### src/rtl/rxk_pkg.sv
package rxk_pkg;
    typedef enum logic [1:0] {
        HS_IDLE  = 2'd0,
        HS_LANE1 = 2'd1,
        HS_LANE2 = 2'd2,
        HS_TAIL  = 2'd3
    } hdr_state_t;

    localparam int STAT_W    = 40;
    localparam int BIT_PFC   = 39;
    localparam int BIT_PAUSE = 35;
    localparam int BIT_CTRL  = 34;
    localparam int BIT_TAG   = 33;
    localparam int BIT_STACK = 32;

    localparam logic [15:0] ETY_CTRL  = 16'h8808;
    localparam logic [15:0] ETY_TAG   = 16'h8100;
    localparam logic [15:0] ETY_STACK = 16'h88A8;
    localparam logic [15:0] OPC_PAUSE = 16'h0001;
    localparam logic [15:0] OPC_PFC   = 16'h0101;
endpackage

### src/rtl/rxk_hdr_capture.sv
module rxk_hdr_capture
    import rxk_pkg::*;
#(
    parameter int DATA_W  = 64,
    parameter int FIELD_W = 16
) (
    input  logic               clk,
    input  logic               rst_n,
    input  logic               in_valid,
    input  logic               in_sop,
    input  logic               in_eop,
    input  logic [DATA_W-1:0]  in_data,
    output logic [FIELD_W-1:0] type_now,
    output logic [FIELD_W-1:0] word_now,
    output logic [FIELD_W-1:0] inner_now
);
    // byte 12 sits in lane 4 of the second beat, byte 16 in lane 0 of the third
    localparam int TYPE_HI  = DATA_W / 2 - 1;
    localparam int WORD_HI  = TYPE_HI - FIELD_W;
    localparam int INNER_HI = DATA_W - 1;

    hdr_state_t state_q, state_d;
    logic [FIELD_W-1:0] type_q, word_q, inner_q;

    always_ff @(posedge clk) begin
        if (!rst_n) state_q <= HS_IDLE;
        else        state_q <= state_d;
    end

    always_comb begin
        state_d = state_q;
        if (in_valid) begin
            if (in_sop)      state_d = in_eop ? HS_IDLE : HS_LANE1;
            else if (in_eop) state_d = HS_IDLE;
            else begin
                unique case (state_q)
                    HS_IDLE:  state_d = HS_IDLE;
                    HS_LANE1: state_d = HS_LANE2;
                    HS_LANE2: state_d = HS_TAIL;
                    HS_TAIL:  state_d = HS_TAIL;
                endcase
            end
        end
    end

    always_comb begin
        type_now  = type_q;
        word_now  = word_q;
        inner_now = inner_q;
        if (in_valid) begin
            if (in_sop) begin
                type_now  = '0;
                word_now  = '0;
                inner_now = '0;
            end else begin
                unique case (state_q)
                    HS_LANE1: begin
                        type_now = in_data[TYPE_HI -: FIELD_W];
                        word_now = in_data[WORD_HI -: FIELD_W];
                    end
                    HS_LANE2: inner_now = in_data[INNER_HI -: FIELD_W];
                    HS_IDLE, HS_TAIL: ;
                endcase
            end
        end
    end

    always_ff @(posedge clk) begin
        if (!rst_n) begin
            type_q  <= '0;
            word_q  <= '0;
            inner_q <= '0;
        end else begin
            type_q  <= type_now;
            word_q  <= word_now;
            inner_q <= inner_now;
        end
    end


    sop_opens_hdr_chk: assert property (@(posedge clk) disable iff (!rst_n)
        (in_valid && in_sop && !in_eop) |=> (state_q == HS_LANE1));


    gap_holds_state_chk: assert property (@(posedge clk) disable iff (!rst_n)
        !in_valid |=> ($stable(state_q) && $stable(type_q) && $stable(inner_q)));


    sop_clears_inner_chk: assert property (@(posedge clk) disable iff (!rst_n)
        (in_valid && in_sop) |=> (inner_q == '0));
endmodule

### src/rtl/rxk_classify.sv
module rxk_classify
    import rxk_pkg::*;
#(
    parameter int FIELD_W = 16
) (
    input  logic [FIELD_W-1:0] type_now,
    input  logic [FIELD_W-1:0] word_now,
    input  logic [FIELD_W-1:0] inner_now,
    output logic [STAT_W-1:0]  stat_now
);
    logic is_ctrl, is_tag;

    always_comb begin
        is_ctrl  = (type_now == ETY_CTRL);
        is_tag   = (type_now == ETY_TAG);
        stat_now = '0;
        stat_now[BIT_CTRL]  = is_ctrl;
        stat_now[BIT_PAUSE] = is_ctrl && (word_now == OPC_PAUSE);
        stat_now[BIT_PFC]   = is_ctrl && (word_now == OPC_PFC);
        stat_now[BIT_TAG]   = is_tag;
        stat_now[BIT_STACK] = (type_now == ETY_STACK) || (is_tag && (inner_now == ETY_TAG));
    end
endmodule

### src/rtl/rx_frame_kind_decoder.sv
module rx_frame_kind_decoder
    import rxk_pkg::*;
#(
    parameter int DATA_W  = 64,
    parameter int FIELD_W = 16
) (
    input  logic              clk,
    input  logic              rst_n,
    input  logic              in_valid,
    input  logic              in_sop,
    input  logic              in_eop,
    input  logic [DATA_W-1:0] in_data,
    output logic              out_stat_valid,
    output logic [39:0]       out_stat
);
    logic [FIELD_W-1:0] type_now, word_now, inner_now;
    logic [STAT_W-1:0]  stat_now;
    logic               end_beat;

    assign end_beat = in_valid && in_eop;

    rxk_hdr_capture #(.DATA_W(DATA_W), .FIELD_W(FIELD_W)) u_capture (
        .clk       (clk),
        .rst_n     (rst_n),
        .in_valid  (in_valid),
        .in_sop    (in_sop),
        .in_eop    (in_eop),
        .in_data   (in_data),
        .type_now  (type_now),
        .word_now  (word_now),
        .inner_now (inner_now)
    );

    rxk_classify #(.FIELD_W(FIELD_W)) u_classify (
        .type_now  (type_now),
        .word_now  (word_now),
        .inner_now (inner_now),
        .stat_now  (stat_now)
    );

    always_ff @(posedge clk) begin
        if (!rst_n) begin
            out_stat_valid <= 1'b0;
            out_stat       <= '0;
        end else begin
            out_stat_valid <= end_beat;
            if (end_beat) out_stat <= stat_now;
        end
    end


    strobe_after_eop_chk: assert property (@(posedge clk) disable iff (!rst_n)
        end_beat |=> out_stat_valid);


    no_stray_strobe_chk: assert property (@(posedge clk) disable iff (!rst_n)
        !end_beat |=> !out_stat_valid);


    flow_needs_ctrl_chk: assert property (@(posedge clk) disable iff (!rst_n)
        (out_stat_valid && (out_stat[BIT_PAUSE] || out_stat[BIT_PFC])) |-> out_stat[BIT_CTRL]);


    pause_pfc_excl_chk: assert property (@(posedge clk) disable iff (!rst_n)
        $onehot0({out_stat[BIT_PAUSE], out_stat[BIT_PFC]}));


    word_holds_chk: assert property (@(posedge clk) disable iff (!rst_n)
        !end_beat |=> $stable(out_stat));
endmodule

### config.mk
export PLATFORM = sky130hd
export DESIGN_NAME = rx_frame_kind_decoder
export DESIGN_NICKNAME = d
export VERILOG_FILES = /design/src/rtl/rxk_pkg.sv /design/src/rtl/rxk_hdr_capture.sv /design/src/rtl/rxk_classify.sv /design/src/rtl/rx_frame_kind_decoder.sv
export SDC_FILE = /design/constraint.sdc
export NUM_CORES = 1
export LEC_CHECK = 0
export ABC_AREA = 1
export BUFFER_PORTS_ARGS = -buffer_cell sky130_fd_sc_hd__buf_2
export CORE_MARGIN = 4
export CORE_UTILIZATION = 52
export CTS_CLUSTER_SIZE = 30
export DETAILED_ROUTE_END_ITERATION = 12
export GPL_TIMING_DRIVEN = 0
export PLACE_DENSITY_LB_ADDON = 0.12
export REMOVE_ABC_BUFFERS = 1
export SLEW_MARGIN = 0
export SYNTH_ARGS = -nofsm -noshare
export SYNTH_HDL_FRONTEND = slang
export SYNTH_SLANG_ARGS = --single-unit
### constraint.sdc
create_clock -name clk -period 3.4 [get_ports clk]
set_input_delay 0.34 -clock clk [delete_from_list [all_inputs] [get_ports clk]]
set_output_delay 0.34 -clock clk [all_outputs]
set_load 0.02 [all_outputs]
# Word level (Yosys, flattened, before mapping)
# Cells that the tools add are included.
[op_classes]
n_addsub = 0
multipliers = 0
n_div = 0
n_lt_le_gt_ge = 0
eq_ne = 9
shifts = 0
mux = 13
bitwise_logic = 0
reduce_logical = 7
[op_table]
columns = ["op", "n"]
rows = [
  ["16-bit 2-to-1 mux", 9],
  ["16-bit == test, second input constant", 4],
  ["16-bit by 1-bit == test with 1-bit output, second input constant", 1],
  ["16-bit by 9-bit == test with 1-bit output, second input constant", 1],
  ["2-bit case mux with 3 select lines", 1],
  ["2-bit == test, second input constant", 2],
  ["1-bit logical AND", 4],
  ["2-bit 2-to-1 mux", 2],
  ["2-bit by 1-bit == test with 1-bit output, second input constant", 1],
  ["2-bit logical NOT", 1],
  ["2-bit OR reduction", 1],
  ["1-bit logical OR", 1],
  ["1-bit 2-to-1 mux", 1],
]
[totals]
reg_bits = 56
latchBits = 0
mem_bits_rw = 0
rom_bits = 0
in_bits = 69
output_inout_bits = 41
mem_count = 0

# Logic depth before layout (Yosys ltp)
# Gate-level depths: netlist (run 1).
[logic_depth]
depth_word = 7
ltp_mapped = 12
ltp_nobuf = 11

# By module
# Synthesis (run 1) repeated with hierarchy kept, for this count alone.
[unflattened]
cells_unflattened = 800
hier_area_um2 = 4822.1
[modules_own_cells]
columns = ["module", "n_inst", "cells_each", "area_each_um2", "seq_area_each_um2"]
rows = [
  ["rxk_hdr_capture", 1, 425, 2513.7, 1001.0],
  ["rx_frame_kind_decoder", 1, 257, 1680.4, 820.8],
  ["rxk_classify", 1, 118, 628.1, 0.0],
]

# Worst setup path before layout (run 1)
# OpenSTA, ideal clock, no wires.
[synth_path]
kind = "input-to-reg"
startpoint = "input in_valid"
endpoint = "register out_stat[32]"
setup_ps = 66
arrival_time_ps = 1530
t_required_ps = 3334
path_slack_ps = 1803
stages = 10
n_path_buf = 3
cell_sequence = "buf_4 -> nand2_1 -> buf_2 -> buf_2 -> nand3_1 -> nor2_1 -> nand3_1 -> nor2_1 -> nand2_1 -> a21oi_2"
[synth_via]
elab_chain_cells = 4
[synth_lines]
columns = ["element", "line_no", "rtl"]
rows = [
  ["from (decl)", "rx_frame_kind_decoder.sv:9", "input logic in_valid,"],
  ["16-bit 2-to-1 mux", "rxk_hdr_capture.sv:50", "if (in_valid) begin"],
  ["16-bit == test, on equally long branches", "rxk_classify.sv:15, rxk_classify.sv:21", ""],
  ["1-bit logical AND", "rxk_classify.sv:21", "stat_now[BIT_STACK] = (type_now == ETY_STACK) || (is_tag && (inner_now == ETY_TAG));"],
  ["1-bit logical OR", "rxk_classify.sv:21", ""],
  ["to (signal assigned)", "rx_frame_kind_decoder.sv:47", "if (end_beat) out_stat <= stat_now;"],
  ["to (decl)", "rx_frame_kind_decoder.sv:14", "output logic [39:0] out_stat"],
]
# Parallel ways exist; a longest one is shown, timed or not.
# A chain may end at the register's enable or synchronous reset.

# Worst setup path after layout (run 1)
[layout_path]
startpoint = "input in_valid"
endpoint = "register out_stat[35]"
[layout_via]
elab_chain_cells = 3
[layout_lines]
columns = ["element", "line_no", "rtl"]
rows = [
  ["16-bit 2-to-1 mux", "rxk_hdr_capture.sv:50", ""],
  ["16-bit == test / 16-bit by 1-bit == test with 1-bit output (equally long branches)", "rxk_classify.sv:14, rxk_classify.sv:18", ""],
  ["1-bit logical AND", "rxk_classify.sv:18", "stat_now[BIT_PAUSE] = is_ctrl && (word_now == OPC_PAUSE);"],
]
# Parallel ways exist; a longest one is shown, timed or not.

==> results of run 1 <==
[worst paths after layout]
| check | from | end |
|---|---|---|
| setup / recovery | in_valid | out_stat[35] |
| hold / removal | in_data[51] | u_capture.inner_q[3] |
| setup reg to reg | u_capture.state_q[0] | out_stat[35] |
| hold reg to reg | u_capture.inner_q[0] | u_capture.inner_q[0] |
[registers in the layout (all words and copies together) (netlist names)]
signal,count
u_capture.inner_q,16
u_capture.type_q,16
u_capture.state_q,2
u_capture.word_q,16
out_stat_valid,1
out_stat,5
[per-stage QoR]
stage               setup WS, ns  area (um^2)  hold slack (ns)  power (mW)
finish                    0.9519         3302           0.3101       1.183
global route              0.7060         3302           0.3124       1.249
CTS                       0.9377         3302           0.2965       1.202
detailed placement        0.6270         3224           0.4650      0.8594
global placement          0.6565         3224           0.4601      0.8568
floorplan                  1.463         2844           0.4462      0.8042
[layer usage]
metal  vias to the layer above  track usage  share of wire
li1                       1446            -              -
met1                      1198       0.2194           0.46
met2                        68       0.2867           0.47
met3                         5      0.03592          0.061
met4                         0      0.03453         0.0080
met5                         -            0              0
[layout make-up]
class,instances,area share
clock buffers,6,0.02198
clock inverters,1,0.001516
repair buffers,58,0.08791
multi-input cells,343,0.4547
inverters,59,0.06707
flip-flops and latches,56,0.3395
well taps,72,0.02728
[critical path, stage by stage]
cell     delay (ns)
buf_2          0.16
nand2_1        0.86
inv_1          0.36
a21oi_1        0.26
nand3_1        0.11
nor2_2         0.16
nand3_2        0.10
nor2_4         0.12
nand2_1        0.07
a21oi_2        0.11
[kinds of logic (layout without fill, tap and decap cells)]
| logic type | Yosys count | count (layout) | synth area share |
|---|---|---|---|
| simple gates | 283 | 283 | 0.3976 |
| buf+inv | 112 | 124 | 0.1927 |
| flops | 56 | 56 | 0.3628 |
| compound gates | 25 | 25 | 0.04575 |
| other cells | 1 | 35 | 0.001213 |
[cells in the mapped netlist]
cell      instances  share of area
o21bai_1          1         0.0024
nor2_4            4          0.015
nor3_1            5         0.0081
nand3_1          26          0.042
o211ai_1          1         0.0024
inv_2             3         0.0036
nand2b_1          1         0.0020
inv_1            56          0.068
buf_6             2         0.0073
buf_2             8          0.013
nand2_1         128           0.16
buf_8             1         0.0049
nor2_2            2         0.0040
a21oi_1           9          0.015
a21oi_2           3         0.0085
nand3_4           1         0.0057
dfxtp_1          56           0.36
buf_4            37          0.090
nor2_1          100           0.12
clkbuf_1          5         0.0061
nand2_2           9          0.018
o21ai_1           6         0.0097
conb_1            1         0.0012
nor2_8            1         0.0065
nand3_2           6          0.019
o21ai_0           5         0.0081
[where the power goes]
| group | internal (mW) | switching [mW] |
|---|---|---|
| combinational | 0.0508 | 0.123 |
| sequential | 0.666 | 0.00412 |
| clock | 0.141 | 0.198 |
[cells in the final DEF, fill, tap and decap left out, drive strengths merged]
master	instances
o211ai	1
nand2	137
nand3	33
o21bai	1
conb	35
nand2b	1
clkbuf	6
buf	58
clkinv	1
inv	59
o21ai	11
nor2	107
nor3	5
dfxtp	56
a21oi	12
==> flow_metrics.py, run 1 <==
metrics = {
    "run_status": {
        "run_status": "finished, final reports clean",
    },
    "global_route": {
        "grtUsageTotal": 0.1683,
        "antenna_found_initial": 0,
        "grt-ovfl-total": 0,
        "grt_pass1_vias": 2327,
        "grt_max_degree": 37,
        "grt_pass1_wl_um": 10160,
    },
    "synthesis": {
        "synth-seq-cells": 56,
        "synth_sequential_area_ratio": 0.3628,
        "synth-warning-count": 0,
        "syn-mean-instance-area_um2": 6.479,
        "ys_types": 26,
        "syn_inst": 477,
        "syn_area_mm2": 0.003090,
    },
    "sta": {
        "timing.fmax_mhz": 408.5,
        "rsz0062_at_grt": "false",
        "tightest_slew_ns": 1.170,
        "finalCritPeriodShare": 0.7200,
        "hold_violations": 0,
        "fin_crit_ns": 2.448,
        "fin_skew_ns": 0.003680,
        "slew_viol_final": 0,
        "slew_headroom": 0.2184,
        "setup_viol": 0,
        "setup_tns_ns": 0,
    },
    "critical_path": {
        "required_ns": 3.62,
        "critPathCaptureType": "flip-flop",
        "startpoint_type": "primary input",
        "crit_type": "primary input to flip-flop",
        "critical_path.max_fanout": 32,
        "rr_worst_depth": 10,
        "ff2ff_setup_slack_ns": 1.44,
        "worstPathArrival_ns": 2.67,
    },
    "route": {
        "routed_wl_um": 6135,
        "drc": 0,
        "final_antenna_net_count": 0,
        "wl_per_cell_um": 10.31,
        "via_per_inst": 4.566,
        "dr.first_iter.drc_count": 111,
        "dr.pass1.iters": 4,
        "via_count": 2717,
    },
    "clocking": {
        "cts.sinks": 56,
        "ctsLongestPathBuffers": 2,
        "h-tree-depth": 2,
        "cts_tree": "done",
        "post_cts_buffers": 0,
        "cts-root-buf": "clkbuf_8",
        "ctsHoldBuffers": 0,
        "cts_buffers": 5,
        "clock_latency_ns": 0.30,
        "cts_resized": 0,
        "clk_pin_slew_worst_paths_ns": 0.09,
    },
    "floorplan": {
        "coreArea_mm2": 0.005642,
        "die_area_mm2": 0.007240,
        "fp.dieW_um": 85.09,
        "rows": 27,
        "pin_count": 110,
        "start_util": 0.5478,
        "die_y_um": 85.09,
    },
    "finish": {
        "final_nets": 592,
        "seqCellArea_mm2": 0.001121,
        "antennaDiodeCount": 0,
        "drive_gt1_frac": 0.1778,
        "finalNonFillerCells": 595,
        "fillCellCount": 579,
        "syn2layout_area_growth_pct": 6.842,
        "utilization": 0.5853,
        "multiInputGateArea_mm2": 0.001501,
    },
    "pwr": {
        "powerDensity_mw_per_mm2": 358.4,
        "vdd_drop_max_uv": 185.3,
        "power_leakage_nw": 1.738,
    },
    "flow_run": {
        "cap_violations": 0,
    },
    "placement": {
        "hpwl_um": 4283,
        "io_buffers": 58,
        "gp_congestion": 0.7768,
        "dp_cells": 588,
    },
    "min_path": {
        "hold_path.class": "primary input to flip-flop",
        "min_path_cells": 3,
    },
}
No activity file was read; power rests on OpenSTA's default activity.
==> run 2, diff against run 1 <==
--- a/config.mk
+++ b/config.mk
@@ -8,7 +8,7 @@
 export ABC_AREA = 1
 export BUFFER_PORTS_ARGS = -buffer_cell sky130_fd_sc_hd__buf_2
 export CORE_MARGIN = 4
-export CORE_UTILIZATION = 52
+export CORE_UTILIZATION = 50
 export CTS_CLUSTER_SIZE = 30
 export DETAILED_ROUTE_END_ITERATION = 12
 export GPL_TIMING_DRIVEN = 0
==> constraint.sdc (replaced) <==
create_clock -name clk -period 2.4 [get_ports clk]
set_input_delay 0.24 -clock clk [delete_from_list [all_inputs] [get_ports clk]]
set_output_delay 0.24 -clock clk [all_outputs]
set_load 0.02 [all_outputs]
==> run 2 against run 1 <==
  * Non-clock buffer count unchanged
  * Clock skew increased by 0.0075 ns
  * Flip-flop and latch count unchanged
  * Critical path depth decreased by 2
  * Worst setup slack got worse by 0.53 ns
==> flow_metrics.py, run 2 (same netlist as run 1, synthesis figures left out) <==
metrics = {
    "finish": {
        "final_nets": 592,
        "syn2layout_area_growth_pct": 7.571,
        "antennaDiodeCount": 0,
        "finalNonFillerCells": 599,
        "mostFrequentLayoutCells": "nand2_1 (127), nor2_1 (100), buf_2 (58)",
        "largestRegisters": "u_capture.inner_q x16, u_capture.type_q x16, u_capture.word_q x16",
        "final_area_mm2": 0.003324,
        "utilization": 0.5582,
        "fillCellCount": 620,
        "layout_commonest_cell": "nand2_1",
        "drive_gt1_frac": 0.1813,
    },
    "clocking": {
        "cts-root-buf": "clkbuf_8",
        "clock_latency_ns": 0.31,
        "h-tree-depth": 2,
        "clk_pin_slew_worst_paths_ns": 0.10,
        "ctsHoldBuffers": 0,
        "post_cts_buffers": 0,
        "cts.sinks": 56,
        "cts_buffers": 5,
        "cts_tree": "done",
        "ctsLongestPathBuffers": 2,
    },
    "global_route": {
        "grt_pass1_vias": 2291,
        "met2_usage": 0.2712,
        "grtUsageTotal": 0.1688,
        "use_met1": 0.2234,
        "grt_max_degree": 37,
        "grt_pass1_wl_um": 10120,
        "antenna_found_initial": 0,
        "use_met3": 0.03802,
        "grt-busiest-layer": "met2",
        "grt-ovfl-total": 0,
    },
    "min_path": {
        "hold_path.class": "primary input to flip-flop",
    },
    "floorplan": {
        "start_util": 0.5189,
        "rows": 28,
        "coreArea_mm2": 0.005956,
        "die_y_um": 86.62,
        "pin_count": 110,
        "fp.dieW_um": 86.62,
        "die_area_mm2": 0.007503,
    },
    "critical_path": {
        "critPathCaptureType": "flip-flop",
        "startpoint_type": "flip-flop",
        "slowest_delay_ns": 0.54,
        "worst_path_max_delay_cell": "dfxtp_1",
        "critical_path.max_fanout": 22,
        "crit_type": "flip-flop to flip-flop",
        "required_ns": 2.66,
        "cp_top_family": "simple AND/OR/NAND/NOR gates",
        "crit_chain": "nand3_2, o21ai_1, nand2_1, nor2_1, nand3_1, nor2_1, nand2_1, a21oi_2",
        "worstPathArrival_ns": 2.23,
        "critPathBufInv": 0,
    },
    "sta": {
        "slew_headroom": 0.2858,
        "tightest_slew_ns": 1.070,
        "finalCritPeriodShare": 0.8243,
        "slew_viol_final": 0,
        "timing.fmax_mhz": 505.5,
        "worst_hold_slack_ns": 0.1896,
        "setup_viol": 0,
        "hold_violations": 0,
        "fin_crit_ns": 1.978,
        "fin_skew_ns": 0.01117,
        "fin_ws_ns": 0.4218,
        "setup_tns_ns": 0,
        "rsz0062_at_grt": "false",
    },
    "pwr": {
        "vdd_drop_max_uv": 266.5,
        "powerDensity_mw_per_mm2": 521.8,
        "p_total_mw": 1.735,
        "power_leakage_nw": 1.742,
    },
    "route": {
        "final_antenna_net_count": 0,
        "dr.first_iter.drc_count": 69,
        "dr.pass1.iters": 4,
        "via_per_inst": 4.429,
        "wl_per_cell_um": 10.32,
        "drc": 0,
        "routed_wl_um": 6180,
        "via_count": 2653,
    },
    "run_status": {
        "run_status": "finished, final reports clean",
    },
    "flow_run": {
        "cap_violations": 0,
    },
    "placement": {
        "dp_cells": 591,
        "placed_area_mm2": 0.003228,
        "hpwl_um": 4235,
        "pre_cts_ws_ns": -0.2745,
        "gp_congestion": 0.7535,
        "io_buffers": 58,
    },
}
## run 2: final cells by class
type	instances	area (um^2)	share of cell area
flip-flops and latches	56	1121	0.3372
multi-input cells	343	1504	0.4524
repair buffers	58	290.3	0.08732
clock inverters	1	7.507	0.002258
well taps	75	93.84	0.02823
inverters	59	221.5	0.06662
clock buffers	7	86.33	0.02597
## run 2: timing repair
item                       in CTS  in global routing
hold endpoints to repair        0                  0
gates resized for setup         0                  1
setup endpoints to repair       0                  9
## run 2: path summary, 6_finish.rpt
path                                            from                   end  slack (ns)  cells past startpoint
worst max-delay path            u_capture.state_q[1]          out_stat[32]        0.42                      8
worst min-delay path                     in_data[49]  u_capture.inner_q[1]        0.19                      3
worst max register to register  u_capture.state_q[1]          out_stat[32]        0.42                      8
worst min register to register  u_capture.inner_q[8]  u_capture.inner_q[8]        0.49                      2
## run 2: per-layer routing
metal | share of wire | vias up | wire length, um
met5 | 0 | - | 0
met4 | 0.019 | 0 | 116
met3 | 0.073 | 9 | 452
met2 | 0.43 | 78 | 2656
met1 | 0.48 | 1116 | 2955
li1 | - | 1450 | -
## run 2: worst min-delay path, cell delays in order
cell and delay, ns:
buf_2 0.08, o21ai_1 0.07, nor2_1 0.08
## run 2: power by group
| group | switching, mW | internal, mW | total, mW |
|---|---|---|---|
| Sequential | 0.00577 | 0.944 | 0.949 |
| Clock | 0.302 | 0.235 | 0.538 |
| Combinational | 0.176 | 0.0722 | 0.248 |
